<file path="src/rtl/rxp_pkg.sv">
package rxp_pkg;
    parameter int SMP_W  = 16;
    parameter int N_ADC  = 4;
    parameter int N_CH   = 2;
    localparam int N_COMP = 2 * N_CH;
    localparam int HALF_W = SMP_W / 2;
    localparam int SEL_W  = $clog2(N_ADC) + 1;
    localparam int CNT_W  = $clog2(N_COMP + 1);

    typedef logic [SMP_W-1:0] comp_t;
    typedef comp_t [N_COMP-1:0] comp_vec_t;

    typedef enum logic {
        PACK_WIDE   = 1'b0,
        PACK_NARROW = 1'b1
    } pack_mode_e;

    typedef struct packed {
        comp_vec_t        words;
        logic [CNT_W-1:0] count;
    } group_t;

    function automatic logic [HALF_W-1:0] upper_half(comp_t c);
        return c[SMP_W-1:HALF_W];
    endfunction

    function automatic comp_t pair_pack(comp_t early, comp_t late);
        return {upper_half(late), upper_half(early)};
    endfunction
endpackage

</file>
<file path="src/rtl/rxp_router.sv">
module rxp_router
    import rxp_pkg::*;
(
    input  logic [N_ADC*SMP_W-1:0]  adc_flat,
    input  logic [N_COMP*SEL_W-1:0] sel_flat,
    output comp_vec_t               comps
);
    // one selector per component; out-of-range codes read as zero
    for (genvar g = 0; g < N_COMP; g++) begin : g_comp
        comp_t pick;
        always_comb begin
            pick = '0;
            for (int k = 0; k < N_ADC; k++) begin
                if (sel_flat[g*SEL_W +: SEL_W] == SEL_W'(k))
                    pick = adc_flat[k*SMP_W +: SMP_W];
            end
        end
        assign comps[g] = pick;
    end
endmodule

</file>
<file path="src/rtl/rxp_group_builder.sv">
module rxp_group_builder
    import rxp_pkg::*;
(
    input  comp_vec_t  comps,
    input  logic       dual_en,
    input  pack_mode_e mode,
    output group_t     grp
);
    comp_t narrow_w [N_CH];

    // earlier component of each pair goes to the low byte
    for (genvar p = 0; p < N_CH; p++) begin : g_pair
        assign narrow_w[p] = pair_pack(comps[2*p], comps[2*p+1]);
    end

    always_comb begin
        grp = '0;
        if (mode == PACK_NARROW) begin
            for (int p = 0; p < N_CH; p++) grp.words[p] = narrow_w[p];
            grp.count = dual_en ? CNT_W'(N_CH) : CNT_W'(1);
        end else begin
            grp.words = comps;
            grp.count = dual_en ? CNT_W'(N_COMP) : CNT_W'(2);
        end
    end
endmodule

</file>
<file path="src/rtl/rxp_word_sequencer.sv">
module rxp_word_sequencer
    import rxp_pkg::*;
(
    input  logic   clk,
    input  logic   rst,
    input  logic   smp_valid,
    input  group_t grp_in,
    input  logic   word_ready,
    input  logic   ovr_clr,
    output comp_t  word_data,
    output logic   word_valid,
    output logic   ovr_flag
);
    group_t           held;
    logic [CNT_W-1:0] idx;
    logic             busy;
    logic             fire;
    logic             last;
    logic             accept;
    logic             drop;

    assign fire   = busy && word_ready;
    assign last   = (idx == held.count - CNT_W'(1));
    assign accept = smp_valid && (!busy || (fire && last));
    assign drop   = smp_valid && !accept;

    always_ff @(posedge clk) begin
        if (rst) begin
            held <= '0;
            idx  <= '0;
            busy <= 1'b0;
        end else if (accept) begin
            held <= grp_in;
            idx  <= '0;
            busy <= 1'b1;
        end else if (fire) begin
            if (last) busy <= 1'b0;
            else      idx  <= idx + CNT_W'(1);
        end
    end

    always_ff @(posedge clk) begin
        if (rst)             ovr_flag <= 1'b0;
        else if (drop)       ovr_flag <= 1'b1;
        else if (ovr_clr)    ovr_flag <= 1'b0;
    end

    assign word_valid = busy;
    assign word_data  = held.words[idx[$clog2(N_COMP)-1:0]];


    hold_stable_chk: assert property (@(posedge clk) disable iff (rst)
        word_valid && !word_ready |=> word_valid && $stable(word_data));


    overrun_set_chk: assert property (@(posedge clk) disable iff (rst)
        smp_valid && word_valid && !(word_ready && last) |=> ovr_flag);


    overrun_sticky_chk: assert property (@(posedge clk) disable iff (rst)
        ovr_flag && !ovr_clr |=> ovr_flag);


    first_word_chk: assert property (@(posedge clk) disable iff (rst)
        smp_valid && !word_valid |=> word_valid);
endmodule

</file>
<file path="src/rtl/rx_sample_packer.sv">
module rx_sample_packer
    import rxp_pkg::*;
(
    input  logic                    clk,
    input  logic                    rst,
    input  logic [N_ADC*SMP_W-1:0]  adc_data,
    input  logic                    smp_valid,
    input  logic [N_COMP*SEL_W-1:0] route_sel,
    input  logic                    dual_en,
    input  logic                    narrow_en,
    output logic [SMP_W-1:0]        word_data,
    output logic                    word_valid,
    input  logic                    word_ready,
    output logic                    ovr_flag,
    input  logic                    ovr_clr
);
    comp_vec_t  comps;
    group_t     grp;
    pack_mode_e mode;

    assign mode = narrow_en ? PACK_NARROW : PACK_WIDE;

    rxp_router u_router (
        .adc_flat (adc_data),
        .sel_flat (route_sel),
        .comps    (comps)
    );

    rxp_group_builder u_build (
        .comps   (comps),
        .dual_en (dual_en),
        .mode    (mode),
        .grp     (grp)
    );

    rxp_word_sequencer u_seq (
        .clk        (clk),
        .rst        (rst),
        .smp_valid  (smp_valid),
        .grp_in     (grp),
        .word_ready (word_ready),
        .ovr_clr    (ovr_clr),
        .word_data  (word_data),
        .word_valid (word_valid),
        .ovr_flag   (ovr_flag)
    );
endmodule

</file>
<file path="config.mk">
export PLATFORM = sky130hd
export DESIGN_NAME = rx_sample_packer
export DESIGN_NICKNAME = d
export VERILOG_FILES = /design/src/rtl/rxp_pkg.sv /design/src/rtl/rxp_router.sv /design/src/rtl/rxp_group_builder.sv /design/src/rtl/rxp_word_sequencer.sv /design/src/rtl/rx_sample_packer.sv
export SDC_FILE = /design/constraint.sdc
export NUM_CORES = 1
export LEC_CHECK = 0
export BUFFER_PORTS_ARGS = -buffer_cell sky130_fd_sc_hd__buf_2
export CORE_MARGIN = 2
export CORE_UTILIZATION = 30
export DETAILED_ROUTE_END_ITERATION = 16
export SLEW_MARGIN = 40
export SYNTH_ARGS = -nofsm -noshare
export SYNTH_HDL_FRONTEND = slang
export SYNTH_SLANG_ARGS = --single-unit
export TNS_END_PERCENT = 30
</file>
<file path="constraint.sdc">
create_clock -name clk -period 2.2 [get_ports clk]
set_input_delay 0.22 -clock clk [delete_from_list [all_inputs] [get_ports clk]]
set_output_delay 0.22 -clock clk [all_outputs]
set_load 0.02 [all_outputs]
</file>
==> run metrics, run 1 <==
status=complete, no violations; hold_buf cts=0; Worst Hold Depth=2; global route overflow=0; Post-Synth Adder-Cell Area=0.0108; top cell type's share of synthesized area=0.391; post-DP HPWL=10,500 um; CTS clk-pin slew, worst paths=0.06 ns; DR pass1 iterations=4; setup TNS=0 ns; routed vias=3,849; Yosys Warn Count=0; worst hold path class=in -> reg; most frequent cells in the layout=100 x buf_2, 80 x mux4_2, 72 x dfxtp_1; clk sink count=72; Antenna Violating Nets Remaining=0; largest family of logic cells by synthesized area=multiplexers; n_diodes=0; fillcell total=1,472; HP Start=rst; Synth Area in XOR/XNOR=0.0157; max_cap viols=0; Synth-to-Final Area Change=22.8%; largest net degree at the start of global routing=45; post-synthesis cell count=348; CTS Buf Count=9; Critical Path, Cell by Cell=inv_1 > ha_1 > xor2_2 > a41o_1 > a21oi_4 > buf_12 > a22o_1; register area=1440 um2; wire length of the first global-routing pass=22,000 um; Startpoint Class=flip-flop; Seq/Total Area, Yosys=0.312; Max stage delay on crit path=0.39 ns; largest area contributor in the netlist=mux4_2; Synthesized Nets=435; flop2flop setup slack=0.12 ns; Synth Area in Simple Gates=0.0437; H-tree depth=3; Core Box Area=15,100 um2; Total Wirelength=14,300 um; R2R depth=7; Mapped Area=4610 um2; # setup viols final=0; PortBufs=100; DRT iter0 DRCs=267; worst r2r dst=u_seq.held[64]$_SDFFE_PP0P_; Worst Path Max Fanout=44; Worst path top cell family by delay=compound AO/OA/AOI/OAI gates; area of the multi-input gates=2990 um2; CP max stage cell=dfxtp_1; Crit path arrival time=2.36 ns; die span in y=128 um; RePlAce Congestion=0.803; Power per Cell Area=618 nW/um2; #FFs+latches synth=72; Worst Hold Slack=0.163 ns; design area=5660 um2; die area=16,400 um2; Starting Density=0.306; count of pins over their slew limit=0; mux contribution to synthesized area=0.393; Crit Path Category=reg -> reg; Clock Skews=0.00522 ns; LEAKAGE=0.00219 uW; Worst setup EP type=flip-flop; Worst Tran Pin Value=0.696 ns; synth unique cells=31; VDD IR max=0.324 mV; Req. time, crit path=2.48 ns; Final period util=0.947; num ports=101; per-cell routed wire length=22.3 um; vias in the first global route=3,941; Compound-Gate Fraction of Synth Area=0.182; CTS Buffer Depth=2; die width=128 um; Max Fclk=480 MHz; Syn Area/Cell=13.3 um2; placed cell area=5380 um2; placement row count=45; Crit path buffers/inverters=2; CTS tree=yes; share of post-route cells with drive strength above 1=0.497; fin crit period=2.08 ns; Worst-Skew Late Latency=0.33 ns; Slew Limit Headroom=0.534; remaining design rule violation count=0; top post-synthesis cells by area=mux4_2 39%, dfxtp_1 31%, a22o_1 8.2%, o2bb2ai_1 4.6%, a22oi_1 3.9%; DR vias/cell=6.00; beginning of the worst register-to-register path=u_seq.held[0]$_SDFFE_PP0P_; GRT Overall Usage=0.178; Final #Nets=535; initial antenna violation count=0; CTS root buf=clkbuf_16; final hold vios=0; RSZ-0062 raised after global routing=false; commonest non-fill, non-tap cell in the layout=buf_2; Min-Delay Endpoint=u_seq.word_valid$_SDFFE_PP0P_
==> flip-flops by register name (all words and copies together), names as in the netlist <==
| name | cells |
|---|---|
| u_seq.ovr_flag | 1 |
| u_seq.word_valid | 1 |
| u_seq.held | 67 |
| u_seq.idx | 3 |
==> power by group <==
group	internal [uW]	total [uW]	leakage [uW]	switching, uW
logic	377	769	0.00147	391
clock network	792	1350	0.000139	555
registers	1350	1380	0.000585	28.6
==> cell usage after synthesis <==
cell type / n
nor3_2: 2
buf_4: 8
and3b_1: 1
xnor3_1: 1
nor3b_1: 1
clkbuf_1: 12
a22oi_1: 24
xnor2_1: 2
mux4_2: 80
a21o_1: 1
a21oi_1: 2
a41oi_2: 1
or3_1: 1
nor2_1: 10
nand3_1: 1
a22o_1: 43
ha_1: 4
mux2i_1: 1
dfxtp_1: 72
buf_2: 12
a31oi_1: 2
xor2_2: 2
buf_1: 2
a21oi_2: 1
nor2b_1: 1
nor3_1: 1
inv_1: 6
nand2_1: 28
a41o_1: 1
a41oi_1: 1
o2bb2ai_1: 24
==> worst reg2reg max path: cells and delay by family, from the launching register on <==
| family | cells | cell delay [ns] |
|---|---|---|
| buffers and inverters | 2 | 0.33 |
| XOR/XNOR | 1 | 0.19 |
| AO/OA/AOI/OAI | 3 | 0.80 |
| flip-flops | 1 | 0.39 |
| adder cells (fa/ha/maj) | 1 | 0.32 |
==> per-layer routing <==
layer / vias up / global-route usage / part of all wire
li1: 1666 / - / -
met1: 1985 / 0.222 / 0.40
met2: 170 / 0.306 / 0.52
met3: 28 / 0.0309 / 0.055
met4: 0 / 0.0718 / 0.025
met5: - / 0 / 0
==> repair_timing <==
item	4_1_cts	5_1_grt
setup endpoints to repair	0	7
resized for setup	0	2
setup buffers	0	0
==> final cells by class <==
class                           count  share of cell area
Inverter                            6             0.00398
Tap cell                          188              0.0415
Clock inverter                      5             0.00574
Sequential cell                    72               0.255
Multi-Input combinational cell    236               0.527
Clock buffer                       11              0.0429
Timing Repair Buffer              123               0.124
==> worst max-delay path by stage <==
stage,startpoint,slack (ns),end,cells after the start
finish,u_seq.held[0]$_SDFFE_PP0P_,0.12,u_seq.held[64]$_SDFFE_PP0P_,7
global route,u_seq.held[0]$_SDFFE_PP0P_,0.001,u_seq.held[45]$_SDFFE_PP0P_,8
CTS,u_seq.held[0]$_SDFFE_PP0P_,0.12,u_seq.held[62]$_SDFFE_PP0P_,7
detailed placement,u_seq.held[0]$_SDFFE_PP0P_,0.14,u_seq.held[62]$_SDFFE_PP0P_,7
global placement,u_seq.held[0]$_SDFFE_PP0P_,0.20,u_seq.held[9]$_SDFFE_PP0P_,7
floorplan,u_seq.held[0]$_SDFFE_PP0P_,0.29,u_seq.held[59]$_SDFFE_PP0P_,8
==> cells by family (layout without fill, tap and decap cells) <==
logic type      count (synthesis)  in the layout
buf+inv                        40            145
fa+ha+maj                       4              4
compound gates                100            100
simple gates                   46             46
flops                          72             72
xor+xnor                        5              5
mux                            81             81
==> metrics by stage <==
| step | util | setup slack, ns | std cells | power (uW) |
|---|---|---|---|---|
| CTS | 0.375 | 0.124 | 641 | 3510 |
| global route | 0.375 | 0.00137 | 641 | 3640 |
| detailed placement | 0.357 | 0.143 | 625 | 2180 |
| global placement | 0.357 | 0.199 | 625 | 2160 |
| floorplan | - | 0.288 | 348 | 1890 |
| finish | 0.375 | 0.116 | 641 | 3500 |
(Power assumes the default switching activity.)
==> inputs of run 2 (changes only) <==
--- a/config.mk
+++ b/config.mk
@@ -6,9 +6,12 @@
 export NUM_CORES = 1
 export LEC_CHECK = 0
 export BUFFER_PORTS_ARGS = -buffer_cell sky130_fd_sc_hd__buf_2
+export CELL_PAD_IN_SITES_DETAIL_PLACEMENT = 0
+export CELL_PAD_IN_SITES_GLOBAL_PLACEMENT = 1
 export CORE_MARGIN = 2
-export CORE_UTILIZATION = 30
+export CORE_UTILIZATION = 44
 export DETAILED_ROUTE_END_ITERATION = 16
+export PLACE_DENSITY_LB_ADDON = 0.1
 export SLEW_MARGIN = 40
 export SYNTH_ARGS = -nofsm -noshare
 export SYNTH_HDL_FRONTEND = slang
==> run 2 against run 1 <==
Cell area shrank 1.5%. Final cell count is 8.7% lower. Clock power hardly changed. First-iteration DRC count increased by 2.6%. Register-to-register slack better by 0.05 ns. Utilization grew 17 points. Critical path depth decreased by 4. Die area down 31%. Global-route usage is 7.7 points higher. Worst setup slack gained 0.044 ns. Power down 0.77%.
==> run metrics, run 2 (same netlist as run 1, synthesis figures left out) <==
PortBufs=100 (unchanged); largest net degree at the start of global routing=67 (+49%); Worst Hold Depth=2 (unchanged); max_cap viols=0 (unchanged); LEAKAGE=0.00217 uW (-1.1%); Req. time, crit path=1.98 ns (-0.50 ns); CTS Buf Count=9 (unchanged); DRT iter0 DRCs=274 (+2.6%); GRT Overall Usage=0.255 (+0.0772); fin crit period=2.04 ns (-0.0438 ns); Largest regs=u_seq.held (67), u_seq.idx (3); num ports=101 (unchanged); setup TNS=0 ns (unchanged); worst r2r dst=u_seq.held[18]$_SDFFE_PP0P_; share of post-route cells with drive strength above 1=0.493 (-0.00339); placed insts=568 (-9.1%); remaining design rule violation count=0 (unchanged); Clock Skews=0.00484 ns (-0.000376 ns); Slew Limit Headroom=0.565 (+0.0312); DR pass1 iterations=5 (+1); vias in the first global route=3,743 (-5.0%); per-cell routed wire length=23.5 um (+5.3%); flop2flop setup slack=0.17 ns (+0.05 ns); Worst setup EP type=output pin; placement row count=37 (-18%); Startpoint Class=flip-flop; worst hold path class=in -> reg; clk sink count=72 (unchanged); beginning of the worst register-to-register path=u_seq.held[0]$_SDFFE_PP0P_; Worst Path Max Fanout=17 (-61%); die area=11,300 um2 (-31%); final hold vios=0 (unchanged); max reg flops=67 (unchanged); Power per Cell Area=622 nW/um2 (+0.72%); H-tree depth=3 (unchanged); Synth-to-Final Area Change=20.9%; Worst Tran Pin Value=0.650 ns (-0.0467 ns); routed vias=3,718 (-3.4%); Final period util=0.927 (-0.0199); RePlAce Congestion=0.792 (-1.3%); CTS clk-pin slew, worst paths=0.08 ns (+0.02 ns); commonest non-fill, non-tap cell in the layout=buf_2; status=complete, no violations; Worst-Skew Late Latency=0.35 ns (+0.02 ns); RSZ-0062 raised after global routing=false; wire length of the first global-routing pass=21,400 um (-2.8%); non-filler cells, final=585 (-8.7%); R2R depth=8 (+1); HP Start=rst; Core Box Area=10,200 um2 (-32%); Max Fclk=490 MHz (+2.1%); CTS root buf=clkbuf_8; count of pins over their slew limit=0 (unchanged); die span in y=106 um (-17%); DR vias/cell=6.36 (+5.8%); Antenna Violating Nets Remaining=0 (unchanged); Total Wirelength=13,700 um (-3.9%); initial antenna violation count=2 (+2); Reg with most FFs=u_seq.held; Min-Delay Endpoint=u_seq.word_valid$_SDFFE_PP0P_; Final #Nets=530 (-0.93%); CTS Buffer Depth=2 (unchanged); Crit Path Category=reg -> out; VDD IR max=0.343 mV (+5.9%); die width=106 um (-17%); global route overflow=0 (unchanged); Starting Density=0.451 (+0.145); post-DP HPWL=9600 um (-9.0%); Crit path arrival time=1.82 ns (-0.54 ns); CTS tree=yes; # setup viols final=0 (unchanged); most frequent cells in the layout=100 x buf_2, 80 x mux4_2, 72 x dfxtp_1
[run 2: cell count changes in the layout (fill, tap and decap cells not counted), sizes merged]
| cell | change |
|---|---|
| clkinv | -4 |
| clkinvlp | +1 |
| diode | +1 |
| buf | -5 |
| bufinv | +3 |
[run 2: critical path, cell delays in order, from the launching register on]
cell	delay, ns
dfxtp_1	0.42
buf_6	0.29
mux4_2	0.58
buf_2	0.18
[run 2: what timing repair did]
item                                    4_1_cts  5_1_grt
buffers inserted                              0        0
endpoints found under the setup margin        0        7
resized for setup                             0        2
hold buffers                                  0        0
[run 2: worst max-delay path by stage]
| stage | startpoint | end | slack (ns) |
|---|---|---|---|
| floorplan | u_seq.held[0]$_SDFFE_PP0P_ | u_seq.held[59]$_SDFFE_PP0P_ | 0.29 |
| global placement | u_seq.held[0]$_SDFFE_PP0P_ | u_seq.held[34]$_SDFFE_PP0P_ | 0.23 |
| detailed placement | u_seq.held[0]$_SDFFE_PP0P_ | u_seq.held[10]$_SDFFE_PP0P_ | 0.16 |
| CTS | u_seq.idx[0]$_SDFFE_PP0P_ | word_data[7] | 0.03 |
| global route | u_seq.held[0]$_SDFFE_PP0P_ | u_seq.held[18]$_SDFFE_PP0P_ | 0.07 |
| finish | u_seq.idx[0]$_SDFFE_PP0P_ | word_data[7] | 0.16 |
[run 2: final cells by class]
| class | instances | area [um2] |
|---|---|---|
| fill | 894 | 4650 |
| multi-input combinational | 236 | 2990 |
| sequential | 72 | 1440 |
| timing repair buffer | 118 | 702 |
| tap | 136 | 170 |
| clock buffer | 11 | 151 |
| clock inverter | 5 | 103 |
| inverter | 6 | 22.5 |
| antenna | 1 | 2.50 |
[run 2: stage by stage]
| step | area (um2) | setup WS [ns] | utilization | hold slack, ns | power (uW) |
|---|---|---|---|---|---|
| floorplan | 4610 | 0.288 | - | 0.289 | 1890 |
| global placement | 5320 | 0.226 | 0.520 | 0.440 | 2160 |
| detailed placement | 5320 | 0.161 | 0.520 | 0.445 | 2170 |
| CTS | 5570 | 0.0305 | 0.544 | 0.120 | 3480 |
| global route | 5580 | 0.0671 | 0.545 | 0.142 | 3610 |
| finish | 5580 | 0.160 | 0.545 | 0.134 | 3470 |
[run 2: report_power, final]
part,switching (uW),internal [uW]
clock network,512,814
registers,27.9,1350
logic,387,379
total,927,2540
[run 2: routing by layer]
metal | part of all wire | wire, um | vias to the layer above | GRT usage
li1 | - | - | 1660 | -
met1 | 0.41 | 5560 | 1896 | 0.318
met2 | 0.52 | 7110 | 139 | 0.456
met3 | 0.060 | 828 | 21 | 0.0435
met4 | 0.015 | 208 | 2 | 0.0724
met5 | 0.00080 | 11 | - | 0
==> inputs of run 3 (changes only) <==
--- a/config.mk
+++ b/config.mk
@@ -5,11 +5,12 @@
 export SDC_FILE = /design/constraint.sdc
 export NUM_CORES = 1
 export LEC_CHECK = 0
+export ABC_AREA = 1
 export BUFFER_PORTS_ARGS = -buffer_cell sky130_fd_sc_hd__buf_2
 export CELL_PAD_IN_SITES_DETAIL_PLACEMENT = 0
 export CELL_PAD_IN_SITES_GLOBAL_PLACEMENT = 1
 export CORE_MARGIN = 2
-export CORE_UTILIZATION = 44
+export CORE_UTILIZATION = 38
 export DETAILED_ROUTE_END_ITERATION = 16
 export PLACE_DENSITY_LB_ADDON = 0.1
 export SLEW_MARGIN = 40
==> run 3 against run 2 <==
Clock power is 9.8% higher. Cell area is 22% higher. Utilization is 9.2 points lower. Clock-buffer cell count is 2 higher. Sequential power hardly changed. Highest routed layer is now met4. Global-route usage is 3.0 points higher.
==> run metrics, run 3 <==
status=complete, no violations; Worst setup EP type=output pin; Largest regs=u_seq.held (67), u_seq.idx (3); CTS clk-pin slew, worst paths=0.05 ns (-0.03 ns); CP dominant cell by count=buf_4; per-cell routed wire length=17.9 um (-24%); switch share=0.322 (+0.0552); share of post-route cells with drive strength above 1=0.141 (-0.352); Syn Area/Cell=5.56 um2 (-58%); Crit path arrival time=1.70 ns (-0.12 ns); vias in the first global route=6,355 (+70%); Startpoint Class=flip-flop; Logic pwr share=0.253 (+0.032); die span in y=128 um (+20%); Reg with most FFs=u_seq.held; CP max stage cell=dfxtp_1; Synth-to-Final Area Change=17.0%; die area=16,400 um2 (+45%); initial antenna violation count=0 (-2); Max stage delay on crit path=0.36 ns (-0.22 ns); Clk pwr share=0.383 (about the same); CP startpoint=u_seq.idx[0]$_SDFFE_PP0P_; Req. time, crit path=1.98 ns (about the same); global route overflow=0 (unchanged); Yosys Warn Count=0 (unchanged); Synthesized Nets=1,137 (+160%); DR pass1 iterations=5 (unchanged); max_cap viols=0 (unchanged); LEAKAGE=0.00353 uW (+63%); Core Util, Final=0.453 (-0.0924); Worst-Skew Late Latency=0.33 ns (-0.02 ns); CTS root buf=clkbuf_16; #FFs+latches synth=72 (unchanged); DR vias/cell=5.60 (-12%); commonest non-fill, non-tap cell in the layout=nand3_1; Worst Tran Pin Value=0.680 ns (+0.0303 ns); Starting Density=0.387 (-0.0639); top cell type's share of synthesized area=0.247 (-0.144); CTS Buffer Depth=2 (unchanged); Slew Limit Headroom=0.545 (-0.0203); Crit Path Category=reg -> out; most common cell in the netlist=nand3_1; Synth top cells by count=279 x nand3_1, 251 x nand2_1, 130 x nor2_1; GRT Overall Usage=0.285 (+0.0298); DRT iter0 DRCs=804 (+190%); largest net degree at the start of global routing=66 (-1.5%); RePlAce Congestion=0.900 (+14%); Antenna Violating Nets Remaining=0 (unchanged); beginning of the worst register-to-register path=u_seq.held[0]$_SDFFE_PP0P_; hold_buf cts=0 (unchanged); placement row count=45 (+22%); RSZ-0062 raised after global routing=false; internal power=2580 uW (+1.6%); flop2flop setup slack=0.31 ns (+0.14 ns); post-DP HPWL=17,200 um (+79%); # Post-CTS Setup Buffers=0 (unchanged); CTS Buf Count=9 (unchanged); final hold vios=0 (unchanged); Mapped Area=5840 um2 (+27%); Final #Nets=1,201 (+130%); R2R depth=12 (+4); fin crit period=1.92 ns (-0.115 ns); number of flops mapped to enable cells by yosys=0 (unchanged); CTS tree=yes; sequential power share=0.364 (-0.033); Worst Path Max Fanout=17 (unchanged); Clock Skews=0.00526 ns (+0.000417 ns); Total Wirelength=23,400 um (+70%); PortBufs=100 (unchanged); worst r2r dst=u_seq.idx[0]$_SDFFE_PP0P_; worst hold path class=in -> reg; Critical Path, Cell by Cell=buf_4 > buf_4 > o21ai_0 > o22ai_1 > buf_2; setup TNS=0 ns (unchanged); routed vias=7,318 (+97%); most frequent cells in the layout=279 x nand3_1, 251 x nand2_1, 128 x nor2_1; top post-synthesis cells by area=dfxtp_1 25%, nand3_1 24%, nand2_1 16%, nor2_1 8.4%, o21ai_0 8.1%; max reg flops=67 (unchanged); # setup viols final=0 (unchanged); VDD IR max=0.337 mV (-1.7%); largest area contributor in the netlist=dfxtp_1; synth unique cells=23 (-26%); Seq/Total Area, Yosys=0.247 (-0.0656); n_diodes=0 (-1); Post-CTS Resized=0 (unchanged); fillcell total=1,746 (+95%); die width=128 um (+20%); Core Box Area=15,100 um2 (+47%); Final period util=0.875 (-0.0523); Switching Power=1230 uW (+33%); Synth Flop Type=dfxtp_1; FFs w/ async S/R, synth=0 (unchanged); Worst Hold Depth=4 (+2); count of pins over their slew limit=0 (unchanged); num ports=101 (unchanged); H-tree depth=3 (unchanged); remaining design rule violation count=0 (unchanged); clk sink count=72 (unchanged); Power per Cell Area=558 nW/um2 (-10%); post-synthesis cell count=1,050 (+200%); HP Start=ovr_clr; wire length of the first global-routing pass=36,200 um (+69%); Min-Delay Endpoint=u_seq.ovr_flag$_SDFFE_PP0P_; Max Fclk=519 MHz (+6.0%)
run 3: changes by cell type after synthesis, sizes merged, moves of 19 or more:
cell / previous run / this run
mux4: 80 / 0
o2bb2ai: 24 / 0
clkbuf: 12 / 46
o21ai: 0 / 97
nor2: 10 / 131
a21oi: 3 / 22
a22o: 43 / 0
nand3: 1 / 280
a22oi: 24 / 0
nand2: 28 / 253
inv: 6 / 60
nand4: 0 / 35
run 3: worst max-delay path: cells and delay by family, from the launching register on:
family,cells,cell delay (ns)
compound gates,2,0.37
buf+inv,3,0.63
flops,1,0.36
run 3: area by class of cell:
| cell class | count | area [um2] | share of cell area |
|---|---|---|---|
| multi-input combinational | 839 | 3840 | 0.563 |
| sequential | 72 | 1440 | 0.211 |
| timing repair buffer | 131 | 783 | 0.115 |
| clock buffer | 13 | 260 | 0.0381 |
| tap | 188 | 235 | 0.0344 |
| inverter | 61 | 229 | 0.0335 |
| clock inverter | 3 | 40.0 | 0.00586 |
run 3: logic make-up (layout without fill, tap and decap cells):
group	Yosys count	in the layout	share of synthesized area
AO/OA/AOI/OAI	135	135	0.121
XOR/XNOR	1	1	0.00150
adder cells (fa/ha/maj)	4	4	0.00857
buffers and inverters	139	208	0.0956
flip-flops	72	72	0.247
AND/OR/NAND/NOR	699	699	0.526
run 3: routing by layer:
metal / up-vias / wire length [um] / part of all wire / track usage
met3: 21 / 1370 / 0.059 / 0.0288
met5: - / 0 / 0 / 0
met1: 3364 / 11600 / 0.50 / 0.439
met4: 0 / 359 / 0.015 / 0.0730
met2: 273 / 9990 / 0.43 / 0.422
li1: 3660 / - / - / -
run 3: worst max-delay path by stage:
stage | to | slack [ns] | depth (start not counted)
after detailed placement | u_seq.idx[0]$_SDFFE_PP0P_ | 0.30 | 12
after CTS | word_data[1] | 0.27 | 5
after floorplan | u_seq.held[61]$_SDFFE_PP0P_ | 0.48 | 13
final | word_data[1] | 0.28 | 5
after global placement | u_seq.idx[0]$_SDFFE_PP0P_ | 0.36 | 12
after global routing | u_seq.idx[2]$_SDFFE_PP0P_ | 0.11 | 12
run 3: power groups by stage:
stage	clock [uW]	combinational, uW	sequential [uW]
5_1_grt	1540	1060	1390
3_5_place_dp	0	946	1420
6_report	1460	966	1390
4_1_cts	1490	949	1390
3_3_place_gp	0	949	1410
2_1_floorplan	0	561	1410
run 3: stage by stage:
| step | setup WS (ns) | hold WS, ns | cells | instance area [um2] | power (uW) |
|---|---|---|---|---|---|
| 2_1_floorplan | 0.478 | 0.381 | 1050 | 5840 | 1970 |
| 3_5_place_dp | 0.304 | 0.455 | 1291 | 6530 | 2360 |
| 5_1_grt | 0.115 | 0.164 | 1307 | 6830 | 3990 |
| 4_1_cts | 0.265 | 0.132 | 1307 | 6830 | 3820 |
| 6_report | 0.275 | 0.136 | 1307 | 6830 | 3810 |
| 3_3_place_gp | 0.363 | 0.449 | 1291 | 6530 | 2360 |
